$ cat src/rtl/vmask_pkg.sv
package vmask_pkg;

  typedef enum logic [1:0] {
    COND_ZERO    = 2'd0,
    COND_NONZERO = 2'd1,
    COND_POS     = 2'd2,
    COND_NEG     = 2'd3
  } cond_e;

  // Condition result from the two element flags.
  function automatic logic cond_hit(input cond_e c, input logic is_zero, input logic sign);
    case (c)
      COND_ZERO:    return is_zero;
      COND_NONZERO: return !is_zero;
      COND_POS:     return !sign;
      default:      return sign;
    endcase
  endfunction

endpackage

$ cat src/rtl/vmask_cond_eval.sv
module vmask_cond_eval
  import vmask_pkg::*;
#(
  parameter int EW = 64
) (
  input  cond_e         cond,
  input  logic [EW-1:0] elem,
  output logic          hit
);
  logic is_zero;
  logic sign;

  assign is_zero = (elem == '0);
  assign sign    = elem[EW-1];
  assign hit     = cond_hit(cond, is_zero, sign);
endmodule

$ cat src/rtl/vmask_test_ctrl.sv
module vmask_test_ctrl
  import vmask_pkg::*;
#(
  parameter int ELEMS = 64,
  localparam int IDX_W = $clog2(ELEMS),
  localparam int LEN_W = $clog2(ELEMS + 1)
) (
  input  logic             clk,
  input  logic             rst_n,
  input  logic             start,
  input  logic             abort,
  input  logic [LEN_W-1:0] vl,
  input  cond_e            cond,
  input  logic             elem_valid,
  input  logic [IDX_W-1:0] elem_idx,
  output logic             busy,
  output logic             done,
  output logic             wr_en,
  output logic [IDX_W-1:0] wr_idx,
  output cond_e            cond_q
);
  logic [LEN_W-1:0] vl_q;
  logic [LEN_W-1:0] cnt;
  logic [LEN_W-1:0] cnt_nxt;
  logic             in_range;
  logic             last;

  assign in_range = LEN_W'(elem_idx) < vl_q;
  assign wr_en    = busy && elem_valid && in_range && !start && !abort;
  assign wr_idx   = elem_idx;
  assign cnt_nxt  = cnt + LEN_W'(1);
  assign last     = (cnt_nxt == vl_q);

  always_ff @(posedge clk) begin
    if (!rst_n) begin
      busy   <= 1'b0;
      done   <= 1'b0;
      cnt    <= '0;
      vl_q   <= '0;
      cond_q <= COND_ZERO;
    end else begin
      done <= 1'b0;
      if (abort) begin
        busy <= 1'b0;
      end else if (start) begin
        vl_q   <= vl;
        cond_q <= cond;
        cnt    <= '0;
        busy   <= (vl != '0);
        done   <= (vl == '0);
      end else if (wr_en) begin
        cnt <= cnt_nxt;
        if (last) begin
          busy <= 1'b0;
          done <= 1'b1;
        end
      end
    end
  end
endmodule

$ cat src/rtl/vmask_store.sv
module vmask_store #(
  parameter int ELEMS = 64,
  localparam int IDX_W = $clog2(ELEMS)
) (
  input  logic             clk,
  input  logic             rst_n,
  input  logic             load,
  input  logic [ELEMS-1:0] load_data,
  input  logic             clear,
  input  logic             wr_en,
  input  logic [IDX_W-1:0] wr_idx,
  input  logic             wr_bit,
  output logic [ELEMS-1:0] mask
);
  for (genvar i = 0; i < ELEMS; i++) begin : g_bit
    logic sel;
    assign sel = wr_en && (wr_idx == IDX_W'(i));
    always_ff @(posedge clk) begin
      if (!rst_n)     mask[i] <= 1'b0;
      else if (load)  mask[i] <= load_data[i];
      else if (clear) mask[i] <= 1'b0;
      else if (sel)   mask[i] <= wr_bit;
    end
  end
endmodule

$ cat src/rtl/vmask_merge.sv
module vmask_merge #(
  parameter int ELEMS = 64,
  parameter int EW    = 64,
  localparam int IDX_W = $clog2(ELEMS),
  localparam int LEN_W = $clog2(ELEMS + 1)
) (
  input  logic             clk,
  input  logic             rst_n,
  input  logic [ELEMS-1:0] mask,
  input  logic [LEN_W-1:0] vl,
  input  logic             req,
  input  logic [IDX_W-1:0] idx,
  input  logic [EW-1:0]    a,
  input  logic [EW-1:0]    b,
  output logic [EW-1:0]    res,
  output logic             res_valid
);
  logic take;

  assign take = req && (LEN_W'(idx) < vl);

  always_ff @(posedge clk) begin
    if (!rst_n) begin
      res_valid <= 1'b0;
      res       <= '0;
    end else begin
      res_valid <= take;
      if (req) res <= mask[idx] ? a : b;
    end
  end
endmodule

$ cat src/rtl/vmask_unit.sv
module vmask_unit
  import vmask_pkg::*;
#(
  parameter int ELEMS = 64,
  parameter int EW    = 64,
  localparam int IDX_W = $clog2(ELEMS),
  localparam int LEN_W = $clog2(ELEMS + 1)
) (
  input  logic             clk,
  input  logic             rst_n,
  input  logic [LEN_W-1:0] vlen,
  input  logic             ld_valid,
  input  logic [ELEMS-1:0] ld_data,
  output logic [ELEMS-1:0] mask_rd,
  input  logic             tst_start,
  input  logic [1:0]       tst_cond,
  input  logic             tst_valid,
  input  logic [IDX_W-1:0] tst_idx,
  input  logic [EW-1:0]    tst_elem,
  output logic             tst_busy,
  output logic             tst_done,
  input  logic             mrg_valid,
  input  logic [IDX_W-1:0] mrg_idx,
  input  logic [EW-1:0]    mrg_a,
  input  logic [EW-1:0]    mrg_b,
  output logic [EW-1:0]    mrg_out,
  output logic             mrg_out_valid
);
  function automatic logic [LEN_W-1:0] clamp_len(input logic [LEN_W-1:0] v);
    return (v > LEN_W'(ELEMS)) ? LEN_W'(ELEMS) : v;
  endfunction

  // Named events for the checker
  logic             ld_fire;
  logic             tst_begin;
  logic             tst_wr;
  logic [IDX_W-1:0] tst_wr_idx;
  logic             tst_hit;
  logic [LEN_W-1:0] vl_eff;
  cond_e            cond_live;
  cond_e            cond_run;

  assign ld_fire   = ld_valid;
  assign tst_begin = tst_start && !ld_valid;
  assign vl_eff    = clamp_len(vlen);
  assign cond_live = cond_e'(tst_cond);

  vmask_test_ctrl #(.ELEMS(ELEMS)) u_ctrl (
    .clk        (clk),
    .rst_n      (rst_n),
    .start      (tst_begin),
    .abort      (ld_fire),
    .vl         (vl_eff),
    .cond       (cond_live),
    .elem_valid (tst_valid),
    .elem_idx   (tst_idx),
    .busy       (tst_busy),
    .done       (tst_done),
    .wr_en      (tst_wr),
    .wr_idx     (tst_wr_idx),
    .cond_q     (cond_run)
  );

  vmask_cond_eval #(.EW(EW)) u_eval (
    .cond (cond_run),
    .elem (tst_elem),
    .hit  (tst_hit)
  );

  vmask_store #(.ELEMS(ELEMS)) u_store (
    .clk       (clk),
    .rst_n     (rst_n),
    .load      (ld_fire),
    .load_data (ld_data),
    .clear     (tst_begin),
    .wr_en     (tst_wr),
    .wr_idx    (tst_wr_idx),
    .wr_bit    (tst_hit),
    .mask      (mask_rd)
  );

  vmask_merge #(.ELEMS(ELEMS), .EW(EW)) u_merge (
    .clk       (clk),
    .rst_n     (rst_n),
    .mask      (mask_rd),
    .vl        (vl_eff),
    .req       (mrg_valid),
    .idx       (mrg_idx),
    .a         (mrg_a),
    .b         (mrg_b),
    .res       (mrg_out),
    .res_valid (mrg_out_valid)
  );
endmodule

$ cat config.mk
export PLATFORM = sky130hd
export DESIGN_NAME = vmask_unit
export DESIGN_NICKNAME = d
export VERILOG_FILES = /design/src/rtl/vmask_pkg.sv /design/src/rtl/vmask_cond_eval.sv /design/src/rtl/vmask_test_ctrl.sv /design/src/rtl/vmask_store.sv /design/src/rtl/vmask_merge.sv /design/src/rtl/vmask_unit.sv
export SDC_FILE = /design/constraint.sdc
export NUM_CORES = 1
export LEC_CHECK = 0
export ABC_AREA = 1
export BUFFER_PORTS_ARGS = -buffer_cell sky130_fd_sc_hd__buf_2
export CAP_MARGIN = 10
export CORE_AREA = 10 10 151 153
export DETAILED_ROUTE_END_ITERATION = 8
export DIE_AREA = 0 0 161 163
export GPL_TIMING_DRIVEN = 0
export PLACE_DENSITY = 0.85
export REMOVE_ABC_BUFFERS = 1
export SETUP_SLACK_MARGIN = 0.15
export SYNTH_ARGS = -nofsm -noshare
export SYNTH_HDL_FRONTEND = slang
export SYNTH_SLANG_ARGS = --single-unit
$ cat constraint.sdc
create_clock -name clk -period 4.6 [get_ports clk]
set_input_delay 0.46 -clock clk [delete_from_list [all_inputs] [get_ports clk]]
set_output_delay 0.46 -clock clk [all_outputs]
set_load 0.02 [all_outputs]
---- Word level (Yosys, flattened, before mapping) ----
Cells that the tools add are included.
word-level totals
  flip-flop bits (word level) ............. 147
  output and inout port bits .............. 131
cells by class
  add/subtract/negate cells ............... 1
  order comparisons ....................... 4
  equal/unequal tests ..................... 66
  mux-type cells .......................... 205
  bitwise logic cells ..................... 2
  reduce and logical (&&, ||, !) cells .... 149
operator list
  operator             count
  $mux 1               199
  $eq 6x6->1 const B   32
  $reduce_bool 3->1    64
  $eq 6x5->1 const B   16
  $logic_and 1x1->1    70
  $logic_not 64->1     1
  $mux 64              1
  $eq 6x4->1 const B   8
  $eq 6x3->1 const B   4
  $mux 7               3
  $lt 6x7->1           2
  $eq 6x2->1 const B   2
  $add 7x1->7 const B  1
  $eq 7x7->1           1
  $gt 7x7->1 const B   1
  $logic_not 7->1      1
  $lt 6x7->1 const B   1
  $reduce_bool 7->1    1
  $bmux 1 s6           1
  $eq 6x1->1 const B   1
  $logic_not 6->1      1
  $reduce_and 2->1     3
  $logic_not 1->1      4
  $reduce_bool 2->1    2
  6 further kinds      7

---- Longest topological paths before layout ----
  depth in word-level cells ............... 9
  mapped depth ............................ 17

---- Modules after synthesis ----
A second synthesis with hierarchy kept.
unflattened totals
  cells, all modules ...................... 1,618
  area, all modules ....................... 9,781.9 um^2
by module, submodules not included
  module           instances  cells each  area an instance (um^2)  seq. area each (um^2)
  vmask_merge      1          727         4,580.6                  1,301.2
  vmask_store      1          640         3,737.3                  1,281.2
  vmask_test_ctrl  1          166         1,122.3                  360.3
  vmask_cond_eval  1          66          256.5                    0.0
  vmask_unit       1          19          85.1                     0.0

---- Worst setup path before layout ----
Ideal clock, no wire load.
  kind .................................... input to register
  start point ............................. input port tst_idx[2]
  end point ............................... register u_store.mask[16]
  setup time .............................. 109 ps
  arrival time ............................ 1,834 ps
  required time ........................... 4,491 ps
  setup slack ............................. 2,657 ps
  stages on the path ...................... 16
  buffers on the path ..................... 2
  cell sequence ........................... ha_1 -> nand3_1 -> nand2_1 -> nand3_1 -> nand2_1 -> nand3_2 -> nand2_1 -> inv_2 -> buf_6 -> buf_4 -> nand2_1 -> nand2_1 -> o21ai_1 -> inv_1 -> nand2_1 -> inv_1
between the ends
  cells in the longest elaborated chain, start to end .. 6
  elaborated cells between the ends (all ways) .. 7
  classes of those cells .................. order compare (1); eq/ne (1); reduce/logical (5)
RTL lines
  item                                    line                   RTL
  start, declared                         vmask_unit.sv:18       input logic [IDX_W-1:0] tst_idx,
  $lt 6x7->1                              vmask_test_ctrl.sv:28  assign in_range = LEN_W'(elem_idx) < vl_q;
  $logic_and 1x1->1 (3 in a row)          vmask_test_ctrl.sv:29  assign wr_en = busy && elem_valid && in_range && !start && !abort;
  $logic_and 1x1->1 (*)                   vmask_store.sv:17      assign sel = wr_en && (wr_idx == IDX_W'(i));
  $reduce_bool 3->1 (no source line) (*)  -
  end signal, assigned by index           vmask_store.sv:20      else if (load) mask[i] <= load_data[i];
  end signal, assigned by index           vmask_store.sv:22      else if (sel) mask[i] <= wr_bit;
  end, declared                           vmask_store.sv:13      output logic [ELEMS-1:0] mask
Mark *: on every way between the ends. The rest lies on a longest branch, timed or not.
A chain may end at the register's enable or synchronous reset.

---- Worst setup path in the final report ----
  start point ............................. input port mrg_idx[0]
  end point ............................... register u_merge.res[48]
between the ends
  cells in the longest elaborated chain, start to end .. 3
RTL lines
  item                          line               RTL
  start, declared               vmask_unit.sv:23   input logic [IDX_W-1:0] mrg_idx,
  $bmux 1 s6                    vmask_merge.sv:28  if (req) res <= mask[idx] ? a : b;
  $mux 1 (implied by the code)  vmask_merge.sv:28
  $mux 64                       vmask_merge.sv:28
  end signal, assigned          vmask_merge.sv:28
  end, declared                 vmask_merge.sv:15  output logic [EW-1:0] res,
Every way passes these cells. The select of a mux whose other input is x is not followed.

==> impl_metrics.env <==
export IMPL_clock_fmax_ghz=0.315
export IMPL_grt_max_degree=73
export IMPL_crit_required_ps=4950
export IMPL_met2_usage_pct=46.4
export IMPL_grtUsageMet1_pct=31.1
export IMPL_grt_busiest_layer="met2"
export IMPL_cpMaxStageDelayCell="buf_2"
export IMPL_cts_setup_buffers=0
export IMPL_cts_resized_gates=0
export IMPL_drv_slew=0
export IMPL_path_cells="buf_2 > inv_6 > nand2_1 > nand3_1 > nand3_1 > nand2_1 > nand2_1 > nand3_1 > nand3_4 > nand2_2 > buf_16 > nand2_1 > nand3_1 > a21oi_1"
export IMPL_final_min_clock_period_ps=3180
export IMPL_ys_seq_elements=147
export IMPL_netlist_area_mm2=0.00969
export IMPL_die_h_um=163
export IMPL_hold_path_endpoint="u_ctrl.cond_q[1]$_SDFFE_PN0P_"
export IMPL_core_area_mm2=0.0199
export IMPL_syn_to_final_growth_pct=27.9
export IMPL_timing_rr_start="u_ctrl.vl_q[2]$_SDFFE_PN0P_"
export IMPL_numCtsBuffers=17
export IMPL_crit_buf_inv=3
export IMPL_irDropWorstVdd_v=0.000250
export IMPL_drtIter0Drc=1245
export IMPL_final_common_cell="nand2_1"
export IMPL_drv_cap=0
export IMPL_cp_start_kind="input pin"
export IMPL_yosysSeqAreaShare_pct=30.4
export IMPL_hpwl_mm=28.6
export IMPL_reg2reg_to="u_store.mask[63]$_SDFFE_PN0P_"
export IMPL_num_vias=11700
export IMPL_synth_edff_count=0
export IMPL_critPathCaptureType="flop"
export IMPL_wl_per_cell_um=16.9
export IMPL_viasPerCell=5.21
export IMPL_grt_pass1_vias=11100
export IMPL_dr_pass1_iters=6
export IMPL_whs_path_depth=3
export IMPL_antenna_found_initial=6
export IMPL_drive_gt1_share_pct=26.2
export IMPL_clkSinkCount=147
export IMPL_crit_fanout=36
export IMPL_crit_type="input pin to flop"
export IMPL_clockBufferDepth=2
export IMPL_powerDensity_mw_per_mm2=309
export IMPL_synth_ff_type="dfxtp_1"
export IMPL_clk_latency_ps=430
export IMPL_grt_pass1_wl_mm=58.5
export IMPL_worst_pin_slew_ps=1180
export IMPL_h_tree_depth=4
export IMPL_ctsHoldBuffers=0
export IMPL_cts_tree="built"
export IMPL_crit_family="simple AND/OR/NAND/NOR gates"
export IMPL_synth_area_per_cell_um2=6.02
export IMPL_io_buffer_count=413
export IMPL_reg2reg_depth=15
export IMPL_crit_arrival_ps=3530
export IMPL_drc=0
export IMPL_p_leak_nw=7.19
export IMPL_period_share_pct=69.1
export IMPL_gr_total_overflow=0
export IMPL_max_stage_delay_ps=590
export IMPL_place_gp_congestion=0.935
export IMPL_min_from="tst_cond[1]"
export IMPL_yosysWarnings=0
export IMPL_nNetsFinal=2251
export IMPL_die_x_um=161
export IMPL_initial_core_util_pct=48.7
export IMPL_rsz0062_at_grt="no"
export IMPL_synth_cells=1611
export IMPL_total_power_mw=3.83
export IMPL_rows=52
export IMPL_finalSetupViolations=0
export IMPL_fin_tns_setup_ps=0
export IMPL_hp_class="input pin to flop"
export IMPL_synth_top_area_share_pct=30.4
export IMPL_clkTransAtPathRegs_ps=60
export IMPL_drt_wl_total_mm=37.9
export IMPL_io_pins=414
export IMPL_die_area_mm2=0.0262
export IMPL_async_flop_share_pct=0
export IMPL_ff2ff_setup_slack_ps=1720
export IMPL_final_cell_mix="480 x nand2_1, 413 x buf_2, 299 x inv_1"
export IMPL_antenna_left=0
export IMPL_clock_skew_ps=19.1
export IMPL_finalHoldViolations=0
export IMPL_yosysTopAreaCell="dfxtp_1"
export IMPL_gr_usage_all_layers_pct=27.3
export IMPL_root_buffer="clkbuf_16"
export IMPL_use_met3_pct=8.72
export IMPL_run_status="finished clean"
export IMPL_ys_types=31
export IMPL_relSlewSlack_pct=21.1
export IMPL_synth_area_leaders="dfxtp_1 30%, nand2_1 19%, inv_1 12%, nand3_1 11%, nand3_2 5.1%"
where the power goes:
group	leakage (nW)	switching, mW	internal [mW]
sequential	1.21	0.0563	1.37
clock	0.296	0.589	0.882
combinational	5.68	0.601	0.340
total	7.19	1.25	2.59
worst max-delay path by stage:
stage | cells past startpoint | from | end | slack (ps)
CTS | 13 | ld_valid | u_store.mask[63]$_SDFFE_PN0P_ | 1000
global route | 13 | ld_valid | u_store.mask[63]$_SDFFE_PN0P_ | 1090
global placement | 12 | ld_valid | u_store.mask[29]$_SDFFE_PN0P_ | -2530
floorplan | 10 | ld_valid | u_store.mask[16]$_SDFFE_PN0P_ | -4
finish | 14 | mrg_idx[0] | u_merge.res[48]$_SDFFE_PN0P_ | 1420
detailed placement | 13 | ld_valid | u_store.mask[23]$_SDFFE_PN0P_ | 610
sequential cells by signal, indices dropped and copies added, names as in the netlist:
signal and cells:
u_ctrl.cond_q 2, u_merge.res 64, u_merge.res_valid 1, u_ctrl.done 1, u_store.mask 64, u_ctrl.cnt 7, u_ctrl.vl_q 7, u_ctrl.busy 1
synth_stat cells, types with 6 or more instances:
master and instances:
nand3_1 207, buf_2 20, clkbuf_1 47, nor4_1 7
a21oi_1 82, nand3_2 49, dfxtp_1 147, buf_6 20
ha_1 11, inv_1 300, nand4_1 39, o21ai_0 70
nor2_1 93, nand2_1 480, xor2_1 6
routing by layer:
layer	share of wire, %	vias to the layer above
met1	37	5232
met5	0.032	-
met2	48	664
li1	-	5693
met4	3.7	2
met3	11	100
logic make-up after synthesis:
kind of cell               share of synthesized area, %
and+or+nand+nor                                    41.5
adders and majority gates                          1.42
DFF                                                30.4
xor gates and xnor gates                          0.723
AOI/OAI and AO/OA                                  8.42
buffers and inverters                              17.5
through the flow:
step	cell area, µm²	hold slack (ps)	cells	util (%)	setup WS, ps
6_report	12400	298	2243	62.2	1420
3_5_place_dp	11700	452	2205	58.8	614
4_1_cts	12300	288	2236	61.8	998
5_1_grt	12400	322	2242	62.2	1090
3_3_place_gp	11500	449	2199	58.0	-2530
2_1_floorplan	9140	445	1516	-	-3.75
cell type report:
cell class	count	area (µm²)
repair buffers	422	2270
flip-flops and latches	147	2940
fillers	1850	7520
inverters	305	1150
multi-input cells	1064	5070
well taps	270	338
diodes	4	10.0
clock inverters	12	155
clock buffers	19	453
worst register-to-register path, delay by kind of cell (launching register included):
| kind | cells | cell delay [ps] |
|---|---|---|
| adders and majority gates | 1 | 290 |
| and+or+nand+nor | 9 | 1470 |
| AOI/OAI and AO/OA | 1 | 180 |
| DFF | 1 | 380 |
| buffers and inverters | 4 | 470 |
Power figures use the tool's default switching activity.
